===== config.mk =====
export PLATFORM = sky130hd
export DESIGN_NAME = ft_burst_sram
export DESIGN_NICKNAME = d
export VERILOG_FILES = /design/src/rtl/ft_burst_sram.sv
export SDC_FILE = /design/constraint.sdc
export NUM_CORES = 2
export LEC_CHECK = 0
export BUFFER_PORTS_ARGS = -buffer_cell sky130_fd_sc_hd__buf_2
export CORE_AREA = 2 2 482 364
export CTS_BUF_LIST = sky130_fd_sc_hd__clkbuf_16
export CTS_CLUSTER_SIZE = 16
export DETAILED_ROUTE_END_ITERATION = 12
export DIE_AREA = 0 0 484 366
export MAX_ROUTING_LAYER = met4
export PLACE_DENSITY = 0.65
export SLEW_MARGIN = 20
export SYNTH_ARGS = -nofsm -noshare
export SYNTH_HDL_FRONTEND = slang
export SYNTH_SLANG_ARGS = --single-unit

===== constraint.sdc =====
create_clock -name clk -period 7 [get_ports clk]
set_clock_uncertainty 0.1 [all_clocks]
set_input_delay 0.35 -clock clk [delete_from_list [all_inputs] [get_ports clk]]
set_output_delay 0.35 -clock clk [all_outputs]
set_load 0.01 [all_outputs]

===== src/rtl/ft_burst_sram.sv =====
`timescale 1ns/1ps
module ft_burst_sram #(
  parameter int DW = 32,
  parameter int DEPTH = 64,
  localparam int AW = $clog2(DEPTH)
) (
  input  logic          clk,
  input  logic          rst_n,
  input  logic          cen_n,
  input  logic          sel_a_n,
  input  logic          sel_b,
  input  logic          sel_c_n,
  input  logic          load_n,
  input  logic          we_n,
  input  logic          ilv_mode,
  input  logic          oe_n,
  input  logic [AW-1:0] addr,
  input  logic [DW-1:0] dq_i,
  output logic [DW-1:0] dq_o,
  output logic          dq_oe
);

  logic          act;
  logic          wr;
  logic [AW-1:0] base;
  logic [1:0]    beat;
  logic [DW-1:0] mem [DEPTH];

  wire sel_all = ~sel_a_n & sel_b & ~sel_c_n;
  wire step    = ~cen_n;

  wire [1:0]    low = ilv_mode ? (base[1:0] ^ beat) : (base[1:0] + beat);
  wire [AW-1:0] cur = {base[AW-1:2], low};

  always_ff @(posedge clk or negedge rst_n) begin
    if (!rst_n) begin
      act  <= 1'b0;
      wr   <= 1'b0;
      base <= '0;
      beat <= '0;
    end else if (step) begin
      if (!load_n) begin
        act  <= sel_all;
        wr   <= sel_all & ~we_n;
        base <= addr;
        beat <= '0;
      end else if (act) begin
        beat <= beat + 2'd1;
      end
    end
  end

  always_ff @(posedge clk) begin
    if (step && act && wr) mem[cur] <= dq_i;
  end

  assign dq_o  = mem[cur];
  assign dq_oe = act & ~wr & ~oe_n;

endmodule


; ---- Word level (Yosys, flattened, before mapping)
; Memories as Yosys holds them, arrays and structs flattened.
; Cells that the tools add are included.
; Widths: inputs -> output; s select.
[totals]
regBits = 10
ram_bits = 2048
in_bits = 48
out_inout_bits = 33
wordCells = 30
memories = 1
[memory_table]
columns = name, depth, word_bits, rd, rd_clocked_by_memory_dff, write_ports, line_no
row1 = mem, 64, 32, 1, 0, 1, 27  ; logic [DW-1:0] mem [DEPTH];
[classes]
n_addsub = 2
n_eq_ne = 1
muxes = 5
bitwise = 13
reduce_logical = 4
[op_table]
columns = cell, n
row1 = $not 1->1, 7
row2 = $mux 2, 3
row3 = $and 1x1->1, 5
row4 = $reduce_and 2->1, 2
row5 = $add 2x1->2 const B, 1
row6 = $add 2x2->2, 1
row7 = $logic_and 1x1->1, 2
row8 = $mux 1, 2
row9 = $ne 2x1->1 const B, 1
row10 = $xor 2x2->2, 1

; ---- Longest topological paths before layout
[depth]
word_depth = 5
ltp_mapped = 14
ltp_nobuf = 8

; ---- Worst setup path after synthesis
; Ideal clock, no wire load.
[synth_timing]
path_kind = reg2reg
start = register beat[0]
end = memory mem[8][0] (enable)
setup_ns = 0.421
arrival_time_ns = 3.565
path_slack_ns = 2.914
path_stages_with_launch = 13
path_buffers = 6
period_less_slack_ns = 4.086
path_cell_list = dfrtp_1 -> ha_1 -> nor2b_1 -> buf_2 -> xnor2_2 -> buf_6 -> buf_4 -> buf_4 -> buf_4 -> buf_4 -> nor2_1 -> nand2_1 -> nor2_1
[synth_between]
elab_chain_cells = 2
word_cells_on_any_way = 3
[synth_lines]
columns = element, line_no
row1 = from (decl), 26  ; logic [1:0] beat;
row2 = from (signal assigned), 48  ; beat <= beat + 2'd1;
row3 = $add 2x2->2 or $xor 2x2->2 (tied branches), 32  ; wire [1:0] low = ilv_mode ? (base[1:0] ^ beat) : (base[1:0] + beat);
row4 = $mux 2 *, 32
row5 = to (decl), 27
; Mark *: on every way between the ends. The rest lies on a longest branch, timed or not.

; ---- Worst setup path in the final report
[layout_timing]
start = register beat[0]
end = output dq_o[13]
[layout_between]
elab_chain_cells = 3
word_cells_on_any_way = 4
[layout_lines]
columns = element, line_no
row1 = $add 2x2->2 or $xor 2x2->2 (tied branches), 32
row2 = $mux 2 *, 32
row3 = $mem_v2 64x32 *, n/a
row4 = to (decl), 19  ; output logic [DW-1:0] dq_o,
; Marks and branches as above.

==> out/metrics.yaml <==
status: "finished, final reports clean"
ys_seq_area_share_pct: 71.9
worstMarginPinSlew_ns: 1.11
place_area_um2: 89600
rsz0062_at_grt: "no"
cts_sinks: 2058
cp.arrival_ns: 5.79
synth-edff-count: 2048
crit_start: "beat[0]"
start_util_pct: 49.9
synth_largest_area_cell: "edfxtp_1"
via_count: 53801
fp.dieH_um: 366
coreArea_um2: 172000
avgSynthCellArea_um2: 15.3
min_path_type: "in -> reg"
wl_per_cell_um: 31.1
root_buffer: "clkbuf_16"
grt_overflow: 0
cts_made_buffers: 194
syn_nets: 5661
area_growth_syn_to_layout_pct: 11.8
viasPerCell: 6.64
grt_use_total_pct: 28.9
wl_um: 252000
cts_resized: 0
dpl.cell_count: 7724
cts_tree: "done"
stdcell_area_um2: 95900
clockBufferDepth: 3
grt_pass1_vias: 50821
hpwlAfterDp_um: 141000
path_max_fanout: 161
p_leak_uw: 0.0305
synth.distinct_cells: 58
ys_ff_latch: 2058
firstDrtPassIters: 6
num_rows: 132
drv_slew: 0
yosysWarnings: 0
finalSetupTns_ns: 0
fmax_mhz: 160
antenna_found_initial: 12
max-vdd-ir-drop_mv: 0.294
drtIter0Drc: 8553
min_from: "dq_i[16]"
path_class: "reg -> out"
period_minus_slack_ns: 6.24
fin_nets: 5718
synthTopCellsByArea: "edfxtp_1 (72%), mux4_2 (5.8%), nand2_1 (3.5%)"
synthesis.area_um2: 85800
hold_viol: 0
grt_first_pass_wirelength_um: 362000
clock_latency_ns: 0.83
place_congestion: 0.866
layout_common_cells: "edfxtp_1 (2048), nand2_1 (802), mux4_2 (222), clkbuf_16 (196), o22ai_1 (179)"
synth.top_cell.area_share_pct: 71.7
synth_flop_cell: "edfxtp_1"
cap_violations: 0
fillers: 13266
p_per_area_nw_per_um2: 302
holdBufCountCts: 21
synthCells: 5612
portBuffers: 80
post-cts-setup-buffers: 0
grt_max_degree: 166
layoutNonFillerInstCount: 8105
io_pins: 81
final.hold.worst_slack_ns: 0.0696
required_ns: 6.55
drc_errors: 0
final_common_cell: "edfxtp_1"
postRouteAntennaNets: 0
regToRegStartpoint: "base[1]"
async_flop_share_pct: 0.486
layout-drive-gt1-share_pct: 16.6
clk_pin_slew_ns: 0.07
htree_levels: 4
critPathLaunchType: "flop"
die_area_um2: 177000
relSlewSlack_pct: 25.8
endpoint_kind: "output pin"
setup_viol: 0
die-width_um: 484
fin_crit_sh_pct: 89.2
power by group:
part           switching (uW)  total (uW)  internal, uW
registers                36.3       13600         13600
logic                    3370        5180          1810
clock network            4590       10200          5580
total                    8000       28900         20900
worst paths after layout:
kind,slack (ns),depth (start not counted),end
setup / recovery,0.76,8,dq_o[13]
hold / removal,0.07,2,mem[3][16]
setup reg to reg,2.20,7,mem[53][16]
hold reg to reg,0.49,1,base[0]
max in group asynchronous,5.83,3,base[2]
min in group asynchronous,0.53,3,beat[1]
cell usage after synthesis, drive strengths merged (32+ instances only):
cell	number
nor2	217
mux2	109
o211ai	52
a21oi	127
and3	54
nand3	133
nor3	172
mux2i	171
mux4	222
o21ai	130
nand4	32
nand2	806
o22ai	179
edfxtp	2048
o221ai	161
a31oi	132
buf	126
nor4	50
a211oi	113
clkbuf	307
cells by family (layout without fill, tap and decap cells):
logic type / Yosys count / in the layout / share of synthesized area (%)
AOI/OAI and AO/OA: 1108 / 1108 / 9.01
xor gates and xnor gates: 4 / 4 / 0.0714
muxes: 502 / 502 / 9.25
DFF: 2058 / 2058 / 71.9
buffers and inverters: 434 / 638 / 2.15
adders and majority gates: 1 / 1 / 0.0146
other: 0 / 11 / 0
and+or+nand+nor: 1505 / 1505 / 7.55
state kept, by name, summed over array words and instances (netlist names):
signal and flops:
mem 2048, base 6, beat 2, act 1, wr 1
per-stage QoR:
stage               worst slack, ns  utilization [%]  total power (uW)
global placement               1.58             52.0             18900
CTS                           0.798             55.7             29000
global route                  0.669             55.7             29800
finish                        0.757             55.7             28900
detailed placement             1.71             52.1             19000
floorplan                      2.91                -             17200
cell type report:
type                       instances  area [um^2]  area share (%)
multi-input combinational       3120        23000            24.0
timing repair buffer             294         2290            2.39
sequential                      2058        61800            64.4
clock buffer                     196         4900            5.11
antenna                           11         27.5          0.0287
clock inverter                   147         1090            1.14
tap                             2278         2850            2.97
inverter                           1         3.75         0.00391
per-layer routing:
metal,track usage [%],part of all wire [%],vias to the layer above
met3,5.51,11,466
met5,-,0,-
li1,-,-,22601
met2,42.5,46,3343
met4,9.12,3.3,0
met1,41.1,40,27391
worst max-delay path, stage by stage, from the launching register on:
cell     delay (ns)
dfrtp_1        0.46
ha_4           0.64
buf_12         0.61
buf_4          0.86
mux4_2         0.41
a22o_1         0.24
nor4_1         0.80
nand4_1        0.41
buf_2          0.26
Note: power is estimated with default switching activity, not from simulation.
